==> src/rtl/iqf_pkg.sv <==
package iqf_pkg;
    typedef enum logic [1:0] {
        MODE_DUAL = 2'd0,
        MODE_WIDE = 2'd1,
        MODE_OCT  = 2'd2
    } iqf_mode_e;

    typedef enum logic {
        ST_IDLE  = 1'b0,
        ST_SHIFT = 1'b1
    } iqf_state_e;

    localparam int PINS = 4;
endpackage

==> src/rtl/iqf_buffer.sv <==
module iqf_buffer #(
    parameter int W = 25
) (
    input  logic         clk,
    input  logic         rst_n,
    input  logic         wr,
    input  logic         take,
    input  logic [W-1:0] d_ai,
    input  logic [W-1:0] d_bi,
    input  logic [W-1:0] d_aq,
    input  logic [W-1:0] d_bq,
    output logic         full,
    output logic [W-1:0] q_ai,
    output logic [W-1:0] q_bi,
    output logic [W-1:0] q_aq,
    output logic [W-1:0] q_bq
);
    always_ff @(posedge clk) begin
        if (!rst_n) begin
            full <= 1'b0;
            q_ai <= '0;
            q_bi <= '0;
            q_aq <= '0;
            q_bq <= '0;
        end else if (wr) begin
            full <= 1'b1;
            q_ai <= d_ai;
            q_bi <= d_bi;
            q_aq <= d_aq;
            q_bq <= d_bq;
        end else if (take) begin
            full <= 1'b0;
        end
    end
endmodule

==> src/rtl/iqf_lane_map.sv <==
module iqf_lane_map
    import iqf_pkg::*;
#(
    parameter int W  = 25,
    parameter int LW = $clog2(W + 1)
) (
    input  logic [1:0]            mode_sel,
    input  logic [LW-1:0]         word_len,
    input  logic [W-1:0]          w_ai,
    input  logic [W-1:0]          w_bi,
    input  logic [W-1:0]          w_aq,
    input  logic [W-1:0]          w_bq,
    output logic [PINS-1:0][W-1:0] lanes,
    output logic [LW-1:0]         slots
);
    localparam int QSLOTS = (W + 3) / 4;

    logic [LW-1:0] len_c;
    logic [LW-1:0] pad;
    logic [W-1:0]  al_ai, al_bi, al_aq, al_bq;
    logic [W-1:0]  rot;

    always_comb begin
        if (word_len < LW'(4))
            len_c = LW'(4);
        else if (word_len > LW'(W))
            len_c = LW'(W);
        else
            len_c = word_len;
        pad   = LW'(W) - len_c;
        // left-align so that bit N-1 sits at position W-1, zeros below
        al_ai = w_ai << pad;
        al_bi = w_bi << pad;
        al_aq = w_aq << pad;
        al_bq = w_bq << pad;
    end

    always_comb begin
        lanes = '0;
        rot   = '0;
        if (iqf_mode_e'(mode_sel) == MODE_OCT) begin
            slots = LW'((32'(len_c) + 3) / 4);
            for (int p = 0; p < PINS; p++) begin
                rot = al_ai << p;
                for (int j = 0; j < QSLOTS; j++)
                    lanes[p][W-1-j] = rot[W-1-4*j];
            end
        end else begin
            slots    = len_c;
            lanes[0] = al_ai;
            lanes[1] = al_bi;
            lanes[2] = al_aq;
            lanes[3] = al_bq;
        end
    end
endmodule

==> src/rtl/iqf_shifter.sv <==
module iqf_shifter
    import iqf_pkg::*;
#(
    parameter int W = 25
) (
    input  logic                   clk,
    input  logic                   rst_n,
    input  logic                   load,
    input  logic                   step,
    input  logic [PINS-1:0][W-1:0] lanes_in,
    output logic [PINS-1:0]        msb
);
    genvar g;
    generate
        for (g = 0; g < PINS; g++) begin : g_lane
            logic [W-1:0] sr;
            always_ff @(posedge clk) begin
                if (!rst_n)
                    sr <= '0;
                else if (load)
                    sr <= lanes_in[g];
                else if (step)
                    sr <= {sr[W-2:0], 1'b0};
            end
            assign msb[g] = sr[W-1];
        end
    endgenerate
endmodule

==> src/rtl/iq_serial_formatter.sv <==
module iq_serial_formatter
    import iqf_pkg::*;
#(
    parameter int W  = 25,
    parameter int LW = $clog2(W + 1)
) (
    input  logic          clk,
    input  logic          rst_n,
    input  logic [1:0]    mode_sel,
    input  logic [LW-1:0] word_len,
    input  logic          bit_en,
    input  logic          frame_start,
    input  logic          in_valid,
    input  logic [W-1:0]  a_i,
    input  logic [W-1:0]  b_i,
    input  logic [W-1:0]  a_q,
    input  logic [W-1:0]  b_q,
    output logic [3:0]    ser_out
);
    iqf_state_e            state, state_nx;
    logic [LW-1:0]         cnt;
    logic                  buf_full;
    logic [W-1:0]          q_ai, q_bi, q_aq, q_bq;
    logic [PINS-1:0][W-1:0] lanes;
    logic [LW-1:0]         slots;
    logic [PINS-1:0]       msb;
    logic                  start, last, load, step;

    iqf_buffer #(.W(W)) u_buf (
        .clk(clk), .rst_n(rst_n), .wr(in_valid), .take(load),
        .d_ai(a_i), .d_bi(b_i), .d_aq(a_q), .d_bq(b_q),
        .full(buf_full),
        .q_ai(q_ai), .q_bi(q_bi), .q_aq(q_aq), .q_bq(q_bq)
    );

    iqf_lane_map #(.W(W), .LW(LW)) u_map (
        .mode_sel(mode_sel), .word_len(word_len),
        .w_ai(q_ai), .w_bi(q_bi), .w_aq(q_aq), .w_bq(q_bq),
        .lanes(lanes), .slots(slots)
    );

    iqf_shifter #(.W(W)) u_sh (
        .clk(clk), .rst_n(rst_n), .load(load), .step(step),
        .lanes_in(lanes), .msb(msb)
    );

    assign start = bit_en && frame_start && buf_full;
    assign last  = (cnt == '0);

    // next state and control strobes
    always_comb begin
        state_nx = state;
        load     = 1'b0;
        step     = 1'b0;
        unique case (state)
            ST_IDLE: begin
                if (start) begin
                    state_nx = ST_SHIFT;
                    load     = 1'b1;
                end
            end
            ST_SHIFT: begin
                if (bit_en) begin
                    if (!last) begin
                        step = 1'b1;
                    end else if (start) begin
                        load = 1'b1;
                    end else begin
                        state_nx = ST_IDLE;
                    end
                end
            end
            default: state_nx = ST_IDLE;
        endcase
    end

    // state register and slot counter
    always_ff @(posedge clk) begin
        if (!rst_n) begin
            state <= ST_IDLE;
            cnt   <= '0;
        end else begin
            state <= state_nx;
            if (load)
                cnt <= slots - LW'(1);
            else if (step)
                cnt <= cnt - LW'(1);
        end
    end

    // outputs
    always_comb begin
        unique case (state)
            ST_SHIFT: ser_out = msb;
            default:  ser_out = 4'b0000;
        endcase
    end
endmodule


==> config.mk <==
export PLATFORM = sky130hd
export DESIGN_NAME = iq_serial_formatter
export DESIGN_NICKNAME = d
export VERILOG_FILES = /design/src/rtl/iqf_pkg.sv /design/src/rtl/iqf_buffer.sv /design/src/rtl/iqf_lane_map.sv /design/src/rtl/iqf_shifter.sv /design/src/rtl/iq_serial_formatter.sv
export SDC_FILE = /design/constraint.sdc
export NUM_CORES = 1
export LEC_CHECK = 0
export ABC_CLOCK_PERIOD_IN_PS = 7700
export BUFFER_PORTS_ARGS = -buffer_cell sky130_fd_sc_hd__buf_2
export CORE_MARGIN = 4
export CORE_UTILIZATION = 45
export DETAILED_ROUTE_END_ITERATION = 12
export GPL_TIMING_DRIVEN = 0
export HOLD_SLACK_MARGIN = 0.15
export MAX_ROUTING_LAYER = met4
export PLACE_DENSITY = 0.74
export SLEW_MARGIN = 20
export SYNTH_ARGS = -nofsm -noshare
export SYNTH_HDL_FRONTEND = slang
export SYNTH_SLANG_ARGS = --single-unit
==> constraint.sdc <==
create_clock -name clk -period 7.7 [get_ports clk]
set_input_delay 1.155 -clock clk [delete_from_list [all_inputs] [get_ports clk]]
set_output_delay 1.155 -clock clk [all_outputs]
set_load 0.01 [all_outputs]
# [Yosys cells after proc, flatten, opt, wreduce, memory -nomap -nowiden]
# Cells that the tools add are included.
[totals] inputBits=112 wordCells=62 out_inout_bits=4 regBits=207
[op_classes] bitwise_logic=1 shift=4 n_reduce_logical=5 n_eq_ne=1 magnitude_cmp=2 n_mux=34 add_sub_neg=4
[op_table] op="25-bit 2-to-1 mux" count=8
[op_table] op="25-bit by 5-bit << shifter with 25-bit output" count=4
[op_table] op="18-bit 2-to-1 mux" count=4
[op_table] op="5-bit 2-to-1 mux" count=5
[op_table] op="7-bit 2-to-1 mux" count=3
[op_table] op="1-bit 2-to-1 mux" count=10
[op_table] op="5-bit by 1-bit subtractor with 5-bit output (second input constant)" count=2
[op_table] op="5-bit by 2-bit adder with 6-bit output (second input constant)" count=1
[op_table] op="6-bit 2-to-1 mux" count=1
[op_table] op="5-bit greater-than comparator (second input constant)" count=1
[op_table] op="5-bit logical NOT" count=1
[op_table] op="5-bit by 3-bit < comparator with 1-bit output (second input constant)" count=1
[op_table] op="5-bit subtractor (first input constant)" count=1
[op_table] op="4-bit 2-to-1 mux" count=1
[op_table] op="1-bit case mux with 2 select lines" count=2
[op_table] op="2-bit nonzero test" count=2
[op_table] op="2-bit == test (second input constant)" count=1
[op_table] op="1-bit logical AND" count=2
[op_table] op="1-bit NOT" count=1

# [Depth between registers and ports, before layout]
[depth] word_depth=8 mapped_depth=14 depth_no_buf=12

# [Cells and area by module]
# Synthesis repeated with hierarchy kept, for this count alone.
[unflattened] hier_cells=1730 hier_area_um2=15518.6
[by_module_without_submodules] mod="iqf_lane_map" area_per_inst_um2=5983.2 instances=1 cells_per_inst=892 seq_area_each_um2=0.0
[by_module_without_submodules] mod="iqf_shifter" area_per_inst_um2=5088.6 instances=1 cells_per_inst=448 seq_area_each_um2=2001.9
[by_module_without_submodules] mod="iqf_buffer" area_per_inst_um2=3901.2 instances=1 cells_per_inst=325 seq_area_each_um2=2021.9
[by_module_without_submodules] mod="iq_serial_formatter" area_per_inst_um2=545.5 instances=1 cells_per_inst=65 seq_area_each_um2=120.1

# [Worst setup path after synthesis]
# OpenSTA, ideal clock, no wires.
[synth_path] path_type="in2reg" startpoint="input port word_len[4]" endpoint="register u_sh.g_lane[0].sr[22]" t_arrival_ps=3901 t_required_ps=7554 setup_time_ps=146 path_slack_ps=3653 n_path_buf=5 stages=12 cell_sequence="buf_6 -> buf_6 -> inv_2 -> maj3_2 -> ha_1 -> inv_1 -> buf_2 -> clkbuf_1 -> clkbuf_1 -> nor3_1 -> a2111oi_0 -> o22ai_1"
[synth_between] elab_chain_len=7 word_cells_on_any_way=8 cone_classes="1 x add/sub; 2 x order compare; 1 x shift; 4 x mux"
[synth_rtl] item="start, declared" line_no="iq_serial_formatter.sv:10" rtl="input logic [LW-1:0] word_len,"
[synth_rtl] item="5-bit greater-than comparator" line_no="iqf_lane_map.sv:26" rtl="else if (word_len > LW'(W))"
[synth_rtl] item="5-bit 2-to-1 mux" line_no="iqf_lane_map.sv:26"
[synth_rtl] item="5-bit 2-to-1 mux (*)" line_no="iqf_lane_map.sv:24" rtl="if (word_len < LW'(4))"
[synth_rtl] item="5-bit subtractor (*)" line_no="iqf_lane_map.sv:30" rtl="pad = LW'(W) - len_c;"
[synth_rtl] item="25-bit by 5-bit << shifter with 25-bit output (*)" line_no="iqf_lane_map.sv:32" rtl="al_ai = w_ai << pad;"
[synth_rtl] item="6-bit 2-to-1 mux (*)" line_no="iqf_lane_map.sv:41" rtl="if (iqf_mode_e'(mode_sel) == MODE_OCT) begin"
[synth_rtl] item="25-bit 2-to-1 mux (*)" line_no="iqf_shifter.sv:20" rtl="else if (load)"
[synth_rtl] item="end signal, assigned" line_no="iqf_shifter.sv:21" rtl="sr <= lanes_in[g];"
[synth_rtl] item="end signal, assigned" line_no="iqf_shifter.sv:23" rtl="sr <= {sr[W-2:0], 1'b0};"
[synth_rtl] item="end, declared" line_no="iqf_shifter.sv:16" rtl="logic [W-1:0] sr;"
# Every way passes the cells marked *; elsewhere a longest branch is shown, timed or not.
# A chain may end at the register's enable or synchronous reset.

# [Final worst setup path]
[layout_path] startpoint="input port word_len[4]" endpoint="register u_sh.g_lane[2].sr[19]"
[layout_between] elab_chain_len=7 word_cells_on_any_way=9 cone_classes="1 x add/sub; 2 x order compare; 2 x shift; 4 x mux"
[layout_rtl] item="5-bit greater-than comparator" line_no="iqf_lane_map.sv:26"
[layout_rtl] item="5-bit 2-to-1 mux" line_no="iqf_lane_map.sv:26"
[layout_rtl] item="5-bit 2-to-1 mux (*)" line_no="iqf_lane_map.sv:24"
[layout_rtl] item="5-bit subtractor (*)" line_no="iqf_lane_map.sv:30"
[layout_rtl] item="25-bit by 5-bit << shifter with 25-bit output, on equally long branches" line_no="iqf_lane_map.sv:34, iqf_lane_map.sv:32"
[layout_rtl] item="7-bit 2-to-1 mux (*)" line_no="iqf_lane_map.sv:41"
[layout_rtl] item="25-bit 2-to-1 mux (*)" line_no="iqf_shifter.sv:20"
[layout_rtl] item="end signal, assigned" line_no="iqf_shifter.sv:21"
[layout_rtl] item="end signal, assigned" line_no="iqf_shifter.sv:23"
[layout_rtl] item="end, declared" line_no="iqf_shifter.sv:16"
# Marked as above.

==> run metrics <==
status finished clean; Iter 0 DRT Violations 3584; reg-to-reg slack, setup between 3000 and 4000 ps; CTS tree built; Max-slew headroom 17.3%; post-synth top area share roughly a quarter; Least-Margin Pin Slew 1240 ps; Avg Inst Size Synth 8.10 sq um; total global-route track usage 46.7%; Leak Pwr slightly below 7 nW; Post-synth EDFFs 0; cts bufs inserted 24; hold_buf cts 0; Yosys cell types 89; global-route wire length before repair 129000 um; Area contributors post-synth dfxtp_1 26%, mux2i_1 11%, nor2_1 4.9%; worst skew pair latency 570 ps; io pins around 120; PD cells 203 mW/mm^2; Die Wd 196 um; critical path data required time 8170 ps; Reg2Reg Capture Point u_sh.g_lane[3].sr[18]$_SDFFE_PN0P_; yosys warns 0; Hold Slack 471 ps; DRT Pass-1 Iters 6; Syn-to-layout area delta 12.6%; PortBufs 111; Core Area 0.0346 sq mm; Switch Pwr around 1.4 mW; via count approximately 19000; Fillers 3314; Post-synth ARST share 0%; min Tclk post-route 5730 ps; Util after Layout 51.6%; Clk pin slew, worst setup/hold paths 60 ps; Min-Delay Endpoint cnt[2]$_SDFFE_PN0P_; WP data arrival a little over 6000 ps; clock sinks slightly above 200; setup TNS 0 ps; vias in the first global route 17814; Mapped Cells 1959; initial antenna violation count 7; RePlAce Congestion 1.15; post-CTS setup buffer count 0; Post-DRT Antenna Nets 0; DRT Wirelength 91000 um; hold path cells 2; final instance area 0.0179 sq mm; DIE AREA 0.0383 sq mm; per-cell routed wire length approximately 35 um; fin crit share between 70 and 80%; clock power share 33.0%; nets@finish 2215; peak supply drop 0.198 mV; Comb power frac 33.8%; Setup violations, final 0; worst clock skew 11.9 ps; Setup crit start word_len[4]; hpwl dp 70500 um; Die Ht 196 um; crit path max fanout 10; CP endpoint kind register; Sw Ratio 38.9%; # H-tree levels 1; Worst Hold Launch cnt[2]$_SDFFE_PN0P_; P_int 2.22 mW; r2r startpoint cnt[0]$_SDFFE_PN0P_; Fmax achieved ~170 MHz; sequential share of power 33.2%; Slew Limit Fails 0; largest net degree at the start of global routing 13; sequential area share after synthesis 26.1%; maxcap violations 0; RSZ-0062 raised after global routing false; Max clock buf depth 3; cell accounting for the most synthesized area dfxtp_1; CTS-repair resized insts 0; DRC Markers 0; Synthesized Nets 2075; Root Driver clkbuf_16; drt via density ~7.4; Synth Cell Area 0.0159 sq mm; DP Area 0.0170 sq mm; top_reg_cell synth dfxtp_1; crit path kind input pin to register; final hold viol count 0; GRT overflow 0; R2R depth 8; share of layout cells above drive strength 1 around 16%; Worst setup SP type input pin; row cnt 68; register bit total from synthesis 207; synth cell count leaders 207 x dfxtp_1, 207 x nor2_1, 167 x mux2i_1; initial core utilization 45.8%; Tightest Hold Check Type register to register
flip-flops by register name (all words and copies together), names as in the netlist:
name / cells
u_buf.full: 1
u_buf.q_bq: 25
state: 1
u_sh.g_lane.sr: 100
u_buf.q_ai: 25
u_buf.q_aq: 25
u_buf.q_bi: 25
cnt: 5
cell type report:
class                           instances  area, sq um  share of cell area [%]
Antenna cell                           10         25.0                   0.140
Buffer                                204          983                    5.51
Clock buffer                           35          713                    3.99
Clock inverter                          8         95.1                   0.532
Inverter                               15         56.3                   0.315
Multi-Input combinational cell       1533        10700                    59.9
Sequential cell                       207         4140                    23.2
Tap cell                              455          569                    3.19
Timing Repair Buffer                  114          573                    3.21
power by group through the flow:
stage | logic, mW | registers [mW] | clock network, mW
2_1_floorplan | 0.682 | 1.19 | 0
3_3_place_gp | 1.13 | 1.22 | 0
3_5_place_dp | 1.14 | 1.22 | 0
4_1_cts | 1.14 | 1.20 | 1.20
5_1_grt | 1.24 | 1.21 | 1.24
6_report | 1.23 | 1.21 | 1.20
layer usage:
layer	global-route usage (%)	vias up	share of wire, %
met5	-	-	0
met4	23.9	0	7.2
met3	16.7	406	15
met2	63.9	1759	39
met1	60.4	9158	38
li1	-	7797	-
cell families (layout without fill, tap and decap cells):
kind of cell / Yosys count / after routing / share of synthesized area (%)
XOR/XNOR: 3 / 3 / 0.166
AND/OR/NAND/NOR: 642 / 642 / 19.9
other: 0 / 10 / 0
adder cells (fa/ha/maj): 5 / 5 / 0.386
flip-flops: 207 / 207 / 26.1
AO/OA/AOI/OAI: 662 / 662 / 30.4
buffers and inverters: 219 / 376 / 6.55
multiplexers: 221 / 221 / 16.5
worst max path at each step:
stage | end | slack [ps] | cells past startpoint
after floorplan | u_sh.g_lane[0].sr[22]$_SDFFE_PN0P_ | 3650 | 12
after global placement | u_sh.g_lane[0].sr[22]$_SDFFE_PN0P_ | 1440 | 12
after detailed placement | u_sh.g_lane[0].sr[22]$_SDFFE_PN0P_ | 1790 | 12
after CTS | u_sh.g_lane[0].sr[22]$_SDFFE_PN0P_ | 2360 | 12
after global routing | u_sh.g_lane[0].sr[22]$_SDFFE_PN0P_ | 2050 | 12
final | u_sh.g_lane[2].sr[19]$_SDFFE_PN0P_ | 1970 | 12
per-stage QoR:
stage | setup slack [ps] | power, mW | std cells
CTS | 2360 | 3.54 | 2571
floorplan | 3650 | 1.87 | 1959
global placement | 1440 | 2.35 | 2525
finish | 1970 | 3.63 | 2581
detailed placement | 1790 | 2.36 | 2528
global route | 2050 | 3.68 | 2581
critical path: stages:
cell and delay (ps):
buf_2 150, buf_6 160, buf_6 210, inv_2 140
maj3_2 440, ha_1 410, buf_1 520, clkbuf_1 630
clkbuf_1 900, clkbuf_1 750, a311oi_1 380, a21oi_1 320
cell usage in the layout (no fill, tap or decap), types with 13 or more instances in the layout:
cell type and instances:
nor2_1 207, dfxtp_1 207, buf_2 183, mux2i_1 167, nand2_1 142, o21ai_0 127, clkbuf_1 102, o221ai_1 86
a21oi_1 77, o22a_1 69, nor2b_1 67, nor3b_1 66, nand3_1 59, a31oi_1 50, a221oi_1 32, mux4_2 30
o211ai_1 29, o22ai_1 26, nor3_1 25, clkbuf_16 25, mux2_2 23, and3_1 15, a211oi_1 14, a21o_1 14
buf_1 13
Power figures use the tool's default switching activity.
